### src/rtl/ecc_cap_pkg.sv
package ecc_cap_pkg;

  localparam int REG_W      = 32;
  localparam int ADDR_FLD_W = 19;
  localparam int SYN_W      = 8;

  // bit positions decoded by software
  localparam int BIT_SBE       = 0;
  localparam int BIT_MBE       = 1;
  localparam int BIT_NMI_EN    = 2;
  localparam int BIT_SERR_EN   = 3;
  localparam int SYN_LSB       = 4;
  localparam int ADDR_LSB      = 12;
  localparam int BIT_SCRUB_DIS = 31;

  typedef enum logic [1:0] {
    EVT_NONE = 2'b00,
    EVT_CE   = 2'b01,
    EVT_UE   = 2'b10
  } evt_kind_e;

  typedef struct packed {
    logic scrub_dis;
    logic serr_en;
    logic nmi_en;
  } ctrl_t;

  typedef struct packed {
    logic                  mbe;
    logic                  sbe;
    logic [ADDR_FLD_W-1:0] addr;
    logic [SYN_W-1:0]      syn;
  } rec_t;

  // both status bits must be written as one to release the record
  function automatic logic is_full_clear(input logic wr, input logic [REG_W-1:0] d);
    return wr & d[BIT_SBE] & d[BIT_MBE];
  endfunction

  function automatic ctrl_t ctrl_from_write(input logic [REG_W-1:0] d);
    ctrl_t c;
    c.scrub_dis = d[BIT_SCRUB_DIS];
    c.serr_en   = d[BIT_SERR_EN];
    c.nmi_en    = d[BIT_NMI_EN];
    return c;
  endfunction

  function automatic logic [REG_W-1:0] pack_view(input ctrl_t c, input rec_t r);
    logic [REG_W-1:0] v;
    v = '0;
    v[BIT_SCRUB_DIS]                     = c.scrub_dis;
    v[ADDR_LSB +: ADDR_FLD_W]            = r.addr;
    v[SYN_LSB +: SYN_W]                  = r.syn;
    v[BIT_SERR_EN]                       = c.serr_en;
    v[BIT_NMI_EN]                        = c.nmi_en;
    v[BIT_MBE]                           = r.mbe;
    v[BIT_SBE]                           = r.sbe;
    return v;
  endfunction

endpackage

### src/rtl/ecc_evt_select.sv
module ecc_evt_select
  import ecc_cap_pkg::*;
#(
  parameter int ADDR_W = 32
) (
  input  logic                  ce_stb,
  input  logic [ADDR_W-1:0]     ce_addr,
  input  logic [SYN_W-1:0]      ce_syn,
  input  logic                  ue_stb,
  input  logic [ADDR_W-1:0]     ue_addr,
  input  logic [SYN_W-1:0]      ue_syn,
  output evt_kind_e             kind,
  output logic [ADDR_FLD_W-1:0] addr_fld,
  output logic [SYN_W-1:0]      syn
);

  localparam int TOP = ADDR_W - 1;

  logic [ADDR_FLD_W-1:0] ce_fld;
  logic [ADDR_FLD_W-1:0] ue_fld;

  generate
    if (ADDR_W >= ADDR_FLD_W) begin : g_slice
      assign ce_fld = ce_addr[TOP -: ADDR_FLD_W];
      assign ue_fld = ue_addr[TOP -: ADDR_FLD_W];
    end else begin : g_pad
      assign ce_fld = {ce_addr, {(ADDR_FLD_W-ADDR_W){1'b0}}};
      assign ue_fld = {ue_addr, {(ADDR_FLD_W-ADDR_W){1'b0}}};
    end
  endgenerate

  // multi-bit error wins a tie
  always_comb begin
    if (ue_stb) begin
      kind     = EVT_UE;
      addr_fld = ue_fld;
      syn      = ue_syn;
    end else if (ce_stb) begin
      kind     = EVT_CE;
      addr_fld = ce_fld;
      syn      = ce_syn;
    end else begin
      kind     = EVT_NONE;
      addr_fld = '0;
      syn      = '0;
    end
  end

endmodule

### src/rtl/ecc_ctrl_bits.sv
module ecc_ctrl_bits
  import ecc_cap_pkg::*;
(
  input  logic             clk,
  input  logic             rst_n,
  input  logic             wr_en,
  input  logic [REG_W-1:0] wr_data,
  output ctrl_t            ctrl
);

  ctrl_t ctrl_q;

  always_ff @(posedge clk) begin
    if (!rst_n)     ctrl_q <= '0;
    else if (wr_en) ctrl_q <= ctrl_from_write(wr_data);
  end

  assign ctrl = ctrl_q;

  assert_ctrl_write_R2: assert property (@(posedge clk) disable iff (!rst_n)
    wr_en |=> (ctrl.scrub_dis == $past(wr_data[BIT_SCRUB_DIS]))
           && (ctrl.nmi_en == $past(wr_data[BIT_NMI_EN]))
           && (ctrl.serr_en == $past(wr_data[BIT_SERR_EN])));

  assert_ctrl_hold_R2: assert property (@(posedge clk) disable iff (!rst_n)
    !wr_en |=> $stable(ctrl));

endmodule

### src/rtl/ecc_record.sv
module ecc_record
  import ecc_cap_pkg::*;
(
  input  logic                  clk,
  input  logic                  rst_n,
  input  evt_kind_e             kind,
  input  logic [ADDR_FLD_W-1:0] addr_fld,
  input  logic [SYN_W-1:0]      syn,
  input  logic                  clr,
  output rec_t                  rec,
  output logic                  held,
  output logic                  capture
);

  rec_t rec_q;

  assign held    = rec_q.sbe | rec_q.mbe;
  assign capture = (kind != EVT_NONE) & ~held & ~clr;

  always_ff @(posedge clk) begin
    if (!rst_n) begin
      rec_q <= '0;
    end else if (clr) begin
      rec_q.sbe <= 1'b0;
      rec_q.mbe <= 1'b0;
    end else if (capture) begin
      rec_q.sbe  <= (kind == EVT_CE);
      rec_q.mbe  <= (kind == EVT_UE);
      rec_q.addr <= addr_fld;
      rec_q.syn  <= syn;
    end
  end

  assign rec = rec_q;

  assert_one_type_R5: assert property (@(posedge clk) disable iff (!rst_n)
    $onehot0({rec.mbe, rec.sbe}));

  assert_ue_wins_R5: assert property (@(posedge clk) disable iff (!rst_n)
    (!held && !clr && kind == EVT_UE) |=> (rec.mbe && !rec.sbe));

  assert_frozen_R6: assert property (@(posedge clk) disable iff (!rst_n)
    (held && !clr) |=> ($stable(rec.addr) && $stable(rec.syn)
                        && $stable(rec.sbe) && $stable(rec.mbe)));

  assert_clear_R7: assert property (@(posedge clk) disable iff (!rst_n)
    clr |=> (!rec.sbe && !rec.mbe));

  assert_clear_drop_R8: assert property (@(posedge clk) disable iff (!rst_n)
    (clr && kind != EVT_NONE) |=> !held);

endmodule

### src/rtl/ecc_scrub_pulse.sv
module ecc_scrub_pulse (
  input  logic clk,
  input  logic rst_n,
  input  logic ce_stb,
  input  logic scrub_dis,
  output logic scrub_req
);

  logic req_q;

  always_ff @(posedge clk) begin
    if (!rst_n) req_q <= 1'b0;
    else        req_q <= ce_stb & ~scrub_dis;
  end

  assign scrub_req = req_q;

  assert_scrub_on_R10: assert property (@(posedge clk) disable iff (!rst_n)
    (ce_stb && !scrub_dis) |=> scrub_req);

  assert_scrub_off_R10: assert property (@(posedge clk) disable iff (!rst_n)
    (!ce_stb || scrub_dis) |=> !scrub_req);

endmodule

### src/rtl/ecc_error_capture_reg.sv
module ecc_error_capture_reg
  import ecc_cap_pkg::*;
#(
  parameter int ADDR_W = 32
) (
  input  logic              clk,
  input  logic              rst_n,
  input  logic              ce_stb,
  input  logic [ADDR_W-1:0] ce_addr,
  input  logic [7:0]        ce_syn,
  input  logic              ue_stb,
  input  logic [ADDR_W-1:0] ue_addr,
  input  logic [7:0]        ue_syn,
  input  logic              wr_en,
  input  logic [31:0]       wr_data,
  output logic [31:0]       rd_data,
  output logic              nmi_out,
  output logic              serr_out,
  output logic              scrub_req
);

  evt_kind_e             evt_kind;
  logic [ADDR_FLD_W-1:0] evt_addr;
  logic [SYN_W-1:0]      evt_syn;
  logic                  clr_req;
  logic                  rec_held;
  logic                  rec_capture;
  ctrl_t                 ctrl;
  rec_t                  rec;

  assign clr_req = is_full_clear(wr_en, wr_data);

  ecc_evt_select #(.ADDR_W(ADDR_W)) u_sel (
    .ce_stb   (ce_stb),
    .ce_addr  (ce_addr),
    .ce_syn   (ce_syn),
    .ue_stb   (ue_stb),
    .ue_addr  (ue_addr),
    .ue_syn   (ue_syn),
    .kind     (evt_kind),
    .addr_fld (evt_addr),
    .syn      (evt_syn)
  );

  ecc_ctrl_bits u_ctrl (
    .clk     (clk),
    .rst_n   (rst_n),
    .wr_en   (wr_en),
    .wr_data (wr_data),
    .ctrl    (ctrl)
  );

  ecc_record u_rec (
    .clk      (clk),
    .rst_n    (rst_n),
    .kind     (evt_kind),
    .addr_fld (evt_addr),
    .syn      (evt_syn),
    .clr      (clr_req),
    .rec      (rec),
    .held     (rec_held),
    .capture  (rec_capture)
  );

  ecc_scrub_pulse u_scrub (
    .clk       (clk),
    .rst_n     (rst_n),
    .ce_stb    (ce_stb),
    .scrub_dis (ctrl.scrub_dis),
    .scrub_req (scrub_req)
  );

  assign rd_data  = pack_view(ctrl, rec);
  assign nmi_out  = rec.sbe & ctrl.nmi_en;
  assign serr_out = rec.mbe & ctrl.serr_en;

  always_comb begin
    if (rst_n) begin
      assert_nmi_level_R9: assert (nmi_out == (rd_data[BIT_SBE] & rd_data[BIT_NMI_EN]));
      assert_serr_level_R9: assert (serr_out == (rd_data[BIT_MBE] & rd_data[BIT_SERR_EN]));
    end
  end

  assert_capture_sets_R3: assert property (@(posedge clk) disable iff (!rst_n)
    rec_capture |=> (rd_data[BIT_SBE] | rd_data[BIT_MBE]));

  assert_quiet_reset_R1: assert property (@(posedge clk)
    !rst_n |=> (rd_data == '0 && !scrub_req));

endmodule

### config.mk
export PLATFORM = sky130hd
export DESIGN_NAME = ecc_error_capture_reg
export DESIGN_NICKNAME = d
export VERILOG_FILES = /design/src/rtl/ecc_cap_pkg.sv /design/src/rtl/ecc_evt_select.sv /design/src/rtl/ecc_ctrl_bits.sv /design/src/rtl/ecc_record.sv /design/src/rtl/ecc_scrub_pulse.sv /design/src/rtl/ecc_error_capture_reg.sv
export SDC_FILE = /design/constraint.sdc
export NUM_CORES = 1
export LEC_CHECK = 0
export BUFFER_PORTS_ARGS = -buffer_cell sky130_fd_sc_hd__buf_2
export CAP_MARGIN = 30
export CORE_ASPECT_RATIO = 1.5
export CORE_MARGIN = 2
export CORE_UTILIZATION = 39
export CTS_BUF_LIST = sky130_fd_sc_hd__clkbuf_8 sky130_fd_sc_hd__clkbuf_16
export CTS_CLUSTER_SIZE = 16
export DETAILED_ROUTE_END_ITERATION = 8
export HOLD_SLACK_MARGIN = 0.08
export PLACE_DENSITY = 0.83
export SYNTH_ARGS = -nofsm -noshare
export SYNTH_HDL_FRONTEND = slang
export SYNTH_SLANG_ARGS = --single-unit
### constraint.sdc
create_clock -name clk -period 2.6 [get_ports clk]
set_clock_uncertainty 0.1 [all_clocks]
set_input_delay 0.13 -clock clk [delete_from_list [all_inputs] [get_ports clk]]
set_output_delay 0.13 -clock clk [all_outputs]
set_load 0.005 [all_outputs]
==> summary.md, run 1 <==
| Metric | Value |
|---|---|
| TritonCTS buffer count | 5 |
| Ant. Diodes | 0 |
| Sw frac | 0.3001 |
| Crit. End Element | flop |
| Cell-internal power | 914.9 uW |
| Buffers on Ports | 98 |
| Reg clk slew, reported paths | 70 ps |
| Crit path cell chain | nor2_2 -> and3_4 -> a311oi_1 -> dlygate4sd3_1 |
| Total Nets Final | 377 |
| Area growth from synthesis to layout | 42.94% |
| Status | complete, no violations |
| Placer congestion estimate | 0.6621 |
| Pwr dens | 576.9 nW/um^2 |
| CTS sink cnt | 33 |
| Tmin final | 2403 ps |
| Fin area | 2266 um^2 |
| Root buf cell | clkbuf_8 |
| # H-tree levels | 2 |
| Switching power | 392.3 uW |
| Commonest cells post-synth | dfxtp_1, a31oi_1, a22oi_1, a211oi_2, clkbuf_1 |
| GRT Overall Usage | 0.2009 |
| Multi-input gate area | 802.0 um^2 |
| Initial DRC Count | 82 |
| Synth warnings | 0 |
| Clock network fraction of total power | 0.287 |
| RSZ-0062 raised after global routing | no |
| Prevailing post-synth register cell | dfxtp_1 |
| Vias in the first global route | 1601 |
| # IOs | 152 |
| Fmax | 416.2 MHz |
| Worst Tran Pin Value | 728.2 ps |
| Synth area leader | dfxtp_1 |
| Antenna-violating nets left | 0 |
| Yosys reg bits | 33 |
| Final WL | 4714 um |
| Die width | 56.06 um |
| Via Count | 1743 |
| # setup viols final | 0 |
| Clock Latency Late Sink | 280 ps |
| Routed WL per cell | 15.41 um |
| Gate power share | 0.263 |
| Via density | 5.696 |
| Worst path slowest cell | and3_4 |
| HPWL Detailed | 3219 um |
| Hold crit path type | input port to flop |
| Fin Setup TNS | 0 ps |
| Ratio of cells with drive above 1 in the final layout | 0.5249 |
| First-pass GRT wire length | 7320 um |
| CTS tree | done |
| CP peak stage delay | 590 ps |
| Slew HR | 0.5138 |
| Drt pass-1 iters | 4 |
| Grt ovf | 0 |
| Max-slew violations | 0 |
| Fillers | 377 |
| Delay-heaviest family, CP | simple AND/OR/NAND/NOR gates |
| Clock buffer depth | 2 |
| Initial antenna violation count | 0 |
| Core ar. | 3924 um^2 |
| Post-synth ARST share | 0 |
| Worst Path Required | 2670 ps |
| EDFF count, synth | 0 |
| Maxcap violations | 0 |
| DRC | 0 |
| Storage element area | 660.6 um^2 |
| Avg Cell Area, Syn | 10.03 um^2 |
| Cell Rows | 28 |
| CP Max Fanout | 27 |
| Peak VDD IR | 0.3016 mV |
| Crit Path Class | flop to flop |
| Post-synth top area share | 0.4167 |
| Startpoint Class | flop |
| Die ar. | 4601 um^2 |
| Synth Net Count | 275 |
| Initial Util | 0.4040 |
| Hold slack | 130.4 ps |
| Netlist Area Pre-Place | 1585 um^2 |
| Final Cycle Share | 0.9241 |
| Seq pwr share | 0.449 |
| P_leak | 0.001024 uW |
| Synth Instances | 158 |
| Synth top area cells | dfxtp_1, a211oi_2, a22oi_1 |
| Most frequent cell after synthesis | dfxtp_1 |
| Placed Area | 2069 um^2 |
| Die Span Y | 82.09 um |
| Count of cell types in the netlist | 25 |
| Largest net degree at the start of global routing | 31 |
| PostCTS Resize Cnt | 0 |
| Arrival @ worst endpoint | 2480 ps |
| Post-synthesis sequential area ratio | 0.4167 |
| Final Hold Vio Count | 0 |
| Worst path bufs/invs | 1 |
==> worst register-to-register path, delay by kind of cell, from the launching register on <==
kind | cells | cell delay (ps)
DFF | 1 | 350
and+or+nand+nor | 2 | 1100
AOI/OAI and AO/OA | 1 | 160
buffers and inverters | 1 | 590
==> cell type report <==
type	instances	area share
clock inverter	3	0.007731
clock buffer	5	0.03037
timing repair buffer	116	0.2882
multi-input combinational	102	0.3539
tap	45	0.02485
sequential	33	0.2916
inverter	2	0.003313
==> registers in the layout (all words and copies together), names as in the netlist <==
register           count
u_rec.rec             29
u_ctrl.ctrl            3
u_scrub.scrub_req      1
==> cell usage in the layout (no fill, tap or decap) <==
cell type,instances
a22oi_1,26
nand3_1,1
inv_1,1
or2_1,1
nand2b_1,1
a211oi_2,20
clkinvlp_4,1
clkinv_2,2
a31oi_1,27
nor2b_2,1
and2_1,2
inv_2,1
dlygate4sd3_1,11
mux2i_1,3
a211oi_1,6
nor2_2,1
nand3b_1,1
clkbuf_8,5
a21oi_1,2
a311oi_1,1
nor2_1,5
nand2_1,3
buf_4,7
and3_4,1
dfxtp_1,33
buf_2,98
==> cell families (layout without fill, tap and decap cells) <==
group                  after synthesis  after routing  synth area share
and+or+nand+nor                     17             17           0.05762
muxes                                3              3           0.01894
DFF                                 33             33            0.4167
buffers and inverters               23            126           0.07892
AOI/OAI and AO/OA                   82             82            0.4278
==> layer usage <==
layer | share of wire | GRT usage | vias to the layer above | routed length, um
met3 | 0.060 | 0.04094 | 8 | 284
met1 | 0.39 | 0.2170 | 829 | 1853
met4 | 0.013 | 0.06905 | 0 | 63
met2 | 0.53 | 0.3859 | 79 | 2513
met5 | 0 | 0 | - | 0
li1 | - | - | 827 | -
==> through the flow <==
stage	total power (uW)	setup WS (ps)	util	instances
after floorplan	800.9	1209	-	158
after global placement	915.5	782.2	0.5274	287
after detailed placement	926.6	755.0	0.5274	287
after CTS	1321	214.1	0.5775	306
after global routing	1382	99.07	0.5775	306
final	1307	197.3	0.5775	306
==> worst paths after layout <==
| check | startpoint | endpoint | cells past startpoint | slack [ps] |
|---|---|---|---|---|
| worst max register to register | u_rec.rec[28] | u_rec.rec[2] | 4 | 200 |
| worst max-delay path | u_rec.rec[28] | u_rec.rec[2] | 4 | 200 |
| worst min-delay path | ce_addr[19] | u_rec.rec[14] | 3 | 130 |
| worst min register to register | u_ctrl.ctrl[2] | u_scrub.scrub_req | 1 | 350 |
==> power by group through the flow <==
stage | clock network [uW] | logic, uW | registers (uW)
after floorplan | 0 | 198 | 603
after global placement | 0 | 319 | 597
after detailed placement | 0 | 328 | 598
after CTS | 389 | 344 | 587
after global routing | 413 | 376 | 593
final | 376 | 344 | 587
==> repair_timing <==
action,4_1_cts,5_1_grt
hold buffers,11,0
hold endpoints to repair,7,0
buffers inserted,0,0
No activity file was read; power rests on OpenSTA's default activity.
==> run 2: changes to the inputs <==
--- a/config.mk
+++ b/config.mk
@@ -14,7 +14,9 @@
 export CTS_CLUSTER_SIZE = 16
 export DETAILED_ROUTE_END_ITERATION = 8
 export HOLD_SLACK_MARGIN = 0.08
+export MAX_ROUTING_LAYER = met4
 export PLACE_DENSITY = 0.83
+export REMOVE_ABC_BUFFERS = 1
 export SYNTH_ARGS = -nofsm -noshare
 export SYNTH_HDL_FRONTEND = slang
 export SYNTH_SLANG_ARGS = --single-unit
==> run 2 against run 1 <==
Against the previous run: die area is the same; via count is 1.1% lower; routed wire length increased by 5.2%; utilization fell by 0.54 points; first-iteration DRC count decreased by 15%; largest cell class unchanged; combinational power is essentially flat; sequential share of layout area grew 0.28 points.
==> summary.md, run 2 (synthesized netlist as in run 1, its figures left out) <==
| Metric | Value |
|---|---|
| CTS tree | done |
| GR peak layer | met2 |
| Cell Rows | 28 (unchanged) |
| Met1 GRT Util | 0.2191 (+0.002140) |
| Die Span Y | 82.09 um (unchanged) |
| Worst path slowest cell | dlygate4sd3_1 |
| Final Hold Vio Count | 0 (unchanged) |
| # H-tree levels | 2 (unchanged) |
| Peak VDD IR | 0.4482 mV (+49%) |
| First-pass GRT wire length | 7817 um (+6.8%) |
| Area growth from synthesis to layout | 41.59% |
| Worst Tran Pin Value | 717.0 ps (-11.22 ps) |
| Clock network fraction of total power | 0.286 (about the same) |
| Gate power share | 0.262 (about the same) |
| GRT Overall Usage | 0.2258 (+0.02485) |
| PostCTS Resize Cnt | 0 (unchanged) |
| Buffers on Ports | 98 (unchanged) |
| Cell-internal power | 909.4 uW (-0.61%) |
| Sw frac | 0.3018 (+0.001720) |
| Die width | 56.06 um (unchanged) |
| Vias in the first global route | 1721 (+7.5%) |
| Ant. Diodes | 0 (unchanged) |
| Placer congestion estimate | 0.6938 (+4.8%) |
| Most frequent cells in the layout | buf_2, dfxtp_1, a31oi_1 |
| Worst path bufs/invs | 1 (unchanged) |
| Startpoint Class | flop |
| Crit path cell chain | nor2_2 -> and3_4 -> a311oi_1 -> dlygate4sd3_1 |
| Crit Path Class | flop to flop |
| Largest net degree at the start of global routing | 31 (unchanged) |
| TritonCTS buffer count | 5 (unchanged) |
| RSZ-0062 raised after global routing | no |
| Initial Util | 0.4040 (unchanged) |
| Die ar. | 4601 um^2 (unchanged) |
| Via density | 5.668 (-0.50%) |
| M2 GR Usage | 0.4424 (+0.05647) |
| Core ar. | 3924 um^2 (unchanged) |
| Clock buffer depth | 2 (unchanged) |
| Arrival @ worst endpoint | 2420 ps (-60 ps) |
| Tmin final | 2355 ps (-47.90 ps) |
| Status | complete, no violations |
| Total Nets Final | 375 (-0.53%) |
| Crit. End Element | flop |
| Routed WL per cell | 16.31 um (+5.8%) |
| Final WL | 4957 um (+5.2%) |
| Via Count | 1723 (-1.1%) |
| Switching power | 393.1 uW (+0.21%) |
| Clock Latency Late Sink | 280 ps (about the same) |
| CP peak stage delay | 590 ps (about the same) |
| Hold slack | 100.9 ps (-29.49 ps) |
| Slew HR | 0.5213 (+0.007488) |
| Commonest non-fill, non-tap cell in the layout | buf_2 |
| Initial antenna violation count | 0 (unchanged) |
| Hold crit path type | input port to flop |
| Pwr dens | 580.2 nW/um^2 (+0.58%) |
| Reg clk slew, reported paths | 70 ps (about the same) |
| Delay-heaviest family, CP | simple AND/OR/NAND/NOR gates |
| Root buf cell | clkbuf_8 |
| Final Cycle Share | 0.9057 (-0.01842) |
| CP Max Fanout | 27 (unchanged) |
| Seq pwr share | 0.451 (+0.002) |
| Met3 global-route usage | 0.04882 (+0.007874) |
| Max reg flops | 29 (unchanged) |
| Initial DRC Count | 70 (-15%) |
| Worst Path Required | 2670 ps (about the same) |
| Fin Setup TNS | 0 ps (unchanged) |
| Postcts setup bufs | 0 (unchanged) |
| Ratio of cells with drive above 1 in the final layout | 0.5212 (-0.003669) |
| Maxcap violations | 0 (unchanged) |
| CTS sink cnt | 33 (unchanged) |
| P_leak | 0.001022 uW (-0.25%) |
| Max-slew violations | 0 (unchanged) |
| # IOs | 152 (unchanged) |
| Drt pass-1 iters | 4 (unchanged) |
| Antenna-violating nets left | 0 (unchanged) |
| DRC | 0 (unchanged) |
| Grt ovf | 0 (unchanged) |
| # setup viols final | 0 (unchanged) |
| HPWL Detailed | 3170 um (-1.5%) |
| Fmax | 424.7 MHz (+2.0%) |
-- run 2: cell types whose count changed in the layout (fill, tap and decap cells not counted) --
| cell | delta |
|---|---|
| dlygate4sd3_1 | -1 |
| clkinvlp_4 | -1 |
| buf_4 | -1 |
| inv_1 | +1 |
-- run 2: power by group through the flow --
stage               logic [uW]  registers (uW)  clock network (uW)
floorplan                  169             603                   0
global placement           318             597                   0
detailed placement         328             599                   0
CTS                        343             588                 377
global route               376             594                 400
finish                     342             588                 373
-- run 2: timing repair --
action	in CTS	in global routing
hold endpoints to repair	7	0
hold buffers	10	0
endpoints found under the setup margin	0	0
-- run 2: tightest hold or removal path, delay by kind of cell --
family,cells,cell delay (ps)
buffers and inverters,1,150
multiplexers,1,90
AND/OR/NAND/NOR,1,80
-- run 2: area by class of cell --
cell class	instances	area, um^2
flip-flops and latches	33	660.6
clock buffers	5	68.82
well taps	45	56.30
repair buffers	114	635.6
multi-input cells	102	802.0
fillers	381	1679
clock inverters	3	13.76
inverters	2	7.507
-- run 2: through the flow --
step                      utilization  std cells  power [uW]  setup slack, ps  area (um^2)
after global routing           0.5721        304        1371            142.2         2245
after global placement         0.5255        286       915.2            842.2         2062
after floorplan                     -        137       772.5            769.3         1468
final                          0.5721        304        1302            245.2         2245
after detailed placement       0.5255        286       926.9            834.7         2062
after CTS                      0.5721        304        1307            278.7         2245
-- run 2: metal layers --
| layer | vias up | share of wire |
|---|---|---|
| met5 | - | 0 |
| met2 | 62 | 0.56 |
| met1 | 833 | 0.38 |
| li1 | 823 | - |
| met3 | 5 | 0.055 |
| met4 | 0 | 0.0089 |
-- run 2: final timing paths --
| path | cells after the start | to | slack, ps | start |
|---|---|---|---|---|
| max | 4 | u_rec.rec[2] | 250 | u_rec.rec[28] |
| min | 3 | u_ctrl.ctrl[2] | 100 | wr_en |
| min reg2reg | 1 | u_scrub.scrub_req | 360 | u_ctrl.ctrl[2] |
| max reg2reg | 4 | u_rec.rec[2] | 250 | u_rec.rec[28] |
==> run 3: changes to the inputs <==
--- a/config.mk
+++ b/config.mk
@@ -9,7 +9,7 @@
 export CAP_MARGIN = 30
 export CORE_ASPECT_RATIO = 1.5
 export CORE_MARGIN = 2
-export CORE_UTILIZATION = 39
+export CORE_UTILIZATION = 40
 export CTS_BUF_LIST = sky130_fd_sc_hd__clkbuf_8 sky130_fd_sc_hd__clkbuf_16
 export CTS_CLUSTER_SIZE = 16
 export DETAILED_ROUTE_END_ITERATION = 8
@@ -19,4 +19,5 @@
 export REMOVE_ABC_BUFFERS = 1
 export SYNTH_ARGS = -nofsm -noshare
 export SYNTH_HDL_FRONTEND = slang
+export SYNTH_HIERARCHICAL = 1
 export SYNTH_SLANG_ARGS = --single-unit
==> run 3 against run 2 <==
Against the previous run: combinational power is 28% lower; sequential power is 4.9% lower; first-iteration DRC count is 40% lower; worst hold slack worse by 7.2 ps; area after synthesis is 6.2% higher; fmax is 33% higher; global-route usage is 5.0 points lower; register-to-register slack better by 780 ps; routed wire length is 21% lower; utilization is 0.91 points lower; cell count is 6.3% higher; design area is 0.17% higher; critical endpoint is now u_rec/rec[17]; largest cell class unchanged.
==> summary.md, run 3 <==
| Metric | Value |
|---|---|
| Status | complete, no violations |
| Commonest non-fill, non-tap cell in the layout | buf_2 |
| First-pass GRT wire length | 6603 um (-16%) |
| Adder-cell share of the synthesized area | 0 (unchanged) |
| Post-synthesis simple-gate area fraction | 0.1955 (+0.1379) |
| Clock buffer depth | 2 (unchanged) |
| Via Count | 1592 (-7.6%) |
| Synth warnings | 6 (+6) |
| Die ar. | 4753 um^2 (+3.3%) |
| CTS sink cnt | 33 (unchanged) |
| Routed WL per cell | 12.07 um (-26%) |
| Switching power | 306.0 uW (-22%) |
| Vias in the first global route | 1526 (-11%) |
| TritonCTS buffer count | 5 (unchanged) |
| Worst path slowest cell | dlygate4sd3_1 |
| Count of cell types in the netlist | 24 (-4.0%) |
| EDFF count, synth | 0 (unchanged) |
| Worst r2r src | u_rec/rec[27] |
| Multi-input gate area | 869.6 um^2 (+8.4%) |
| GRT Overall Usage | 0.1756 (-0.05017) |
| Worst Tran Pin Value | 937.5 ps (+220.5 ps) |
| Via density | 4.929 (-13%) |
| Max reg flops | 29 (unchanged) |
| Worst r2r path cells | 4 (unchanged) |
| Reg clk slew, reported paths | 60 ps (about the same) |
| Met3 global-route usage | 0.04050 (-0.008320) |
| HPWL Detailed | 2668 um (-16%) |
| Fin Setup TNS | 0 ps (unchanged) |
| Initial antenna violation count | 0 (unchanged) |
| Final Hold Vio Count | 0 (unchanged) |
| Startpoint Class | input port |
| Worst Path Required | 2700 ps (+30 ps) |
| Met1 GRT Util | 0.1812 (-0.03790) |
| Storage element area | 660.6 um^2 (unchanged) |
| DRC | 0 (unchanged) |
| Most frequent cell after synthesis | nand2_1 |
| Main combinational cell family by area after synthesis | simple AND/OR/NAND/NOR gates |
| Commonest cells post-synth | nand2_1, dfxtp_1, mux2i_1, a22o_1 |
| CP peak stage delay | 540 ps (-50 ps) |
| Final WL | 3897 um (-21%) |
| Die Span Y | 83.44 um (+1.7%) |
| Drt pass-1 iters | 4 (unchanged) |
| Synth Instances | 182 (+15%) |
| Arrival @ worst endpoint | 1870 ps (-550 ps) |
| Grt ovf | 0 (unchanged) |
| Netlist Area Pre-Place | 1683 um^2 (+6.2%) |
| # setup viols final | 0 (unchanged) |
| Post-synth top area share | 0.3926 (-0.02417) |
| CTS tree | done |
| Mux cell area share after synthesis | 0.1784 (+0.1595) |
| # H-tree levels | 2 (unchanged) |
| Clock network fraction of total power | 0.375 (+0.089) |
| WHS Endpoint | u_ctrl/ctrl[2] |
| Delay-heaviest family, CP | buffers and inverters |
| Crit path cell chain | dlygate4sd3_1 -> buf_2 -> nor2b_4 -> nor2_1 -> nor3_4 -> buf_4 -> mux2i_1 |
| R2R setup slack | 1030 ps (+780 ps) |
| Final Cycle Share | 0.6811 (-0.2246) |
| Area growth from synthesis to layout | 33.61% |
| Fmax | 564.7 MHz (+33%) |
| Cell-internal power | 982.4 uW (+8.0%) |
| Post-synthesis sequential area ratio | 0.3926 (-0.02417) |
| Crit Path Class | input port to flop |
| Post-synth ARST share | 0 (unchanged) |
| Antenna-violating nets left | 0 (unchanged) |
| # IOs | 152 (unchanged) |
| Fillers | 385 (+1.0%) |
| Largest net degree at the start of global routing | 60 (+94%) |
| Buffers on Ports | 98 (unchanged) |
| Placer congestion estimate | 0.6910 (-0.40%) |
| Peak VDD IR | 0.4206 mV (-6.2%) |
| Initial DRC Count | 42 (-40%) |
| Avg Cell Area, Syn | 9.247 um^2 (-7.8%) |
| Post-synthesis xor/xnor area fraction | 0 (unchanged) |
| Gate power share | 0.191 (-0.071) |
| PnR Total Power | 1288 uW (-1.1%) |
| CP Max Fanout | 27 (unchanged) |
| Ant. Diodes | 0 (unchanged) |
| Pwr dens | 573.0 nW/um^2 (-1.2%) |
| Ratio of cells with drive above 1 in the final layout | 0.3957 (-0.1256) |
| Prevailing post-synth register cell | dfxtp_1 |
| Max-slew violations | 0 (unchanged) |
| Tmin final | 1771 ps (-583.9 ps) |
| Worst path bufs/invs | 3 (+2) |
| Maxcap violations | 0 (unchanged) |
| Slew HR | 0.3750 (-0.1463) |
| GR peak layer | met2 |
| Total Nets Final | 394 (+5.1%) |
| Yosys reg bits | 33 (unchanged) |
| Most frequent cells in the layout | buf_2, nand2_1, dfxtp_1 |
| Sw frac | 0.2375 (-0.06431) |
| P_leak | 0.001168 uW (+14%) |
| Final worst slack | 829.1 ps (+583.9 ps) |
| Root buf cell | clkbuf_8 |
| WHS Path Cells | 3 (unchanged) |
| RSZ-0062 raised after global routing | no |
| RR Endpoint | u_rec/rec[17] |
| Synth top area cells | dfxtp_1, mux2i_1, a22o_1 |
| Compound-Gate Fraction of Synth Area | 0.1390 (-0.2887) |
| Initial Util | 0.4214 (+0.01735) |
| Die width | 56.96 um (+1.6%) |
| Crit. End Element | flop |
| M2 GR Usage | 0.3166 (-0.1257) |
| Clock Latency Late Sink | 280 ps (about the same) |
| Synth area leader | dfxtp_1 |
| Seq pwr share | 0.434 (-0.017) |
| Postcts setup bufs | 0 (unchanged) |
| Hold crit path type | input port to flop |
| Cell Rows | 28 (unchanged) |
| HP Start | wr_en |
| Placement Setup Slack | 761.6 ps (-73.10 ps) |
| Core ar. | 3994 um^2 (+1.8%) |
[run 3: changes by cell type after synthesis, moves of 2 or more]
cell / previous run / this run
o21ai_1: 0 / 2
nor2b_1: 1 / 3
nand2_1: 3 / 58
clkbuf_1: 11 / 2
a22oi_1: 26 / 0
a31oi_1: 27 / 0
a22o_1: 0 / 25
a211oi_2: 20 / 0
buf_12: 0 / 2
a211oi_1: 6 / 0
mux2i_1: 3 / 30
[run 3: layer usage]
metal  routed length (um)  vias up
met2                 2023       60
met4                   69        0
met3                  242        7
li1                     -      810
met1                 1561      715
met5                    0        -
[run 3: metrics by stage]
step	instance area, um^2	hold WS, ps	instances	util
after detailed placement	2092	300.9	311	0.5238
after global placement	2092	285.4	311	0.5238
after CTS	2248	88.42	323	0.5630
after floorplan	1524	158.2	166	-
after global routing	2248	90.30	323	0.5630
final	2248	93.66	323	0.5630
[run 3: what timing repair did]
item,in CTS,in global routing
resized for setup,0,0
hold buffers,4,0
endpoints found under the hold margin,4,0
[run 3: area by class of cell]
type / count / share of cell area
multi-input combinational: 133 / 0.3868
clock buffer: 6 / 0.03673
clock inverter: 2 / 0.01503
tap: 45 / 0.02504
timing repair buffer: 104 / 0.2426
sequential: 33 / 0.2938
[run 3: worst reg2reg max path: cells and delay by family, from the launching register on]
family,cells,cell delay (ps)
muxes,1,260
DFF,1,360
buffers and inverters,1,410
and+or+nand+nor,2,360
[run 3: kinds of logic (layout without fill, tap and decap cells)]
family                 Yosys count  count (layout)
muxes                           30              30
AOI/OAI and AO/OA               28              28
and+or+nand+nor                 75              75
buffers and inverters           16             112
DFF                             33              33
[run 3: worst max-delay path by stage]
| stage | start | to | slack, ps | cells after the start |
|---|---|---|---|---|
| after floorplan | ce_stb | u_rec/rec[0] | -50 | 4 |
| final | ce_stb | u_rec/rec[17] | 830 | 7 |
| after global placement | ue_stb | u_rec/rec[0] | 800 | 5 |
| after global routing | ce_stb | u_rec/rec[17] | 690 | 7 |
| after detailed placement | ue_stb | u_rec/rec[12] | 760 | 5 |
| after CTS | ce_stb | u_rec/rec[12] | 840 | 7 |
[run 3: power groups by stage]
stage	Combinational [uW]	Sequential [uW]	Clock, uW
floorplan	119	575	0
global placement	240	569	0
detailed placement	245	571	0
CTS	250	559	497
global route	274	564	528
finish	247	559	483
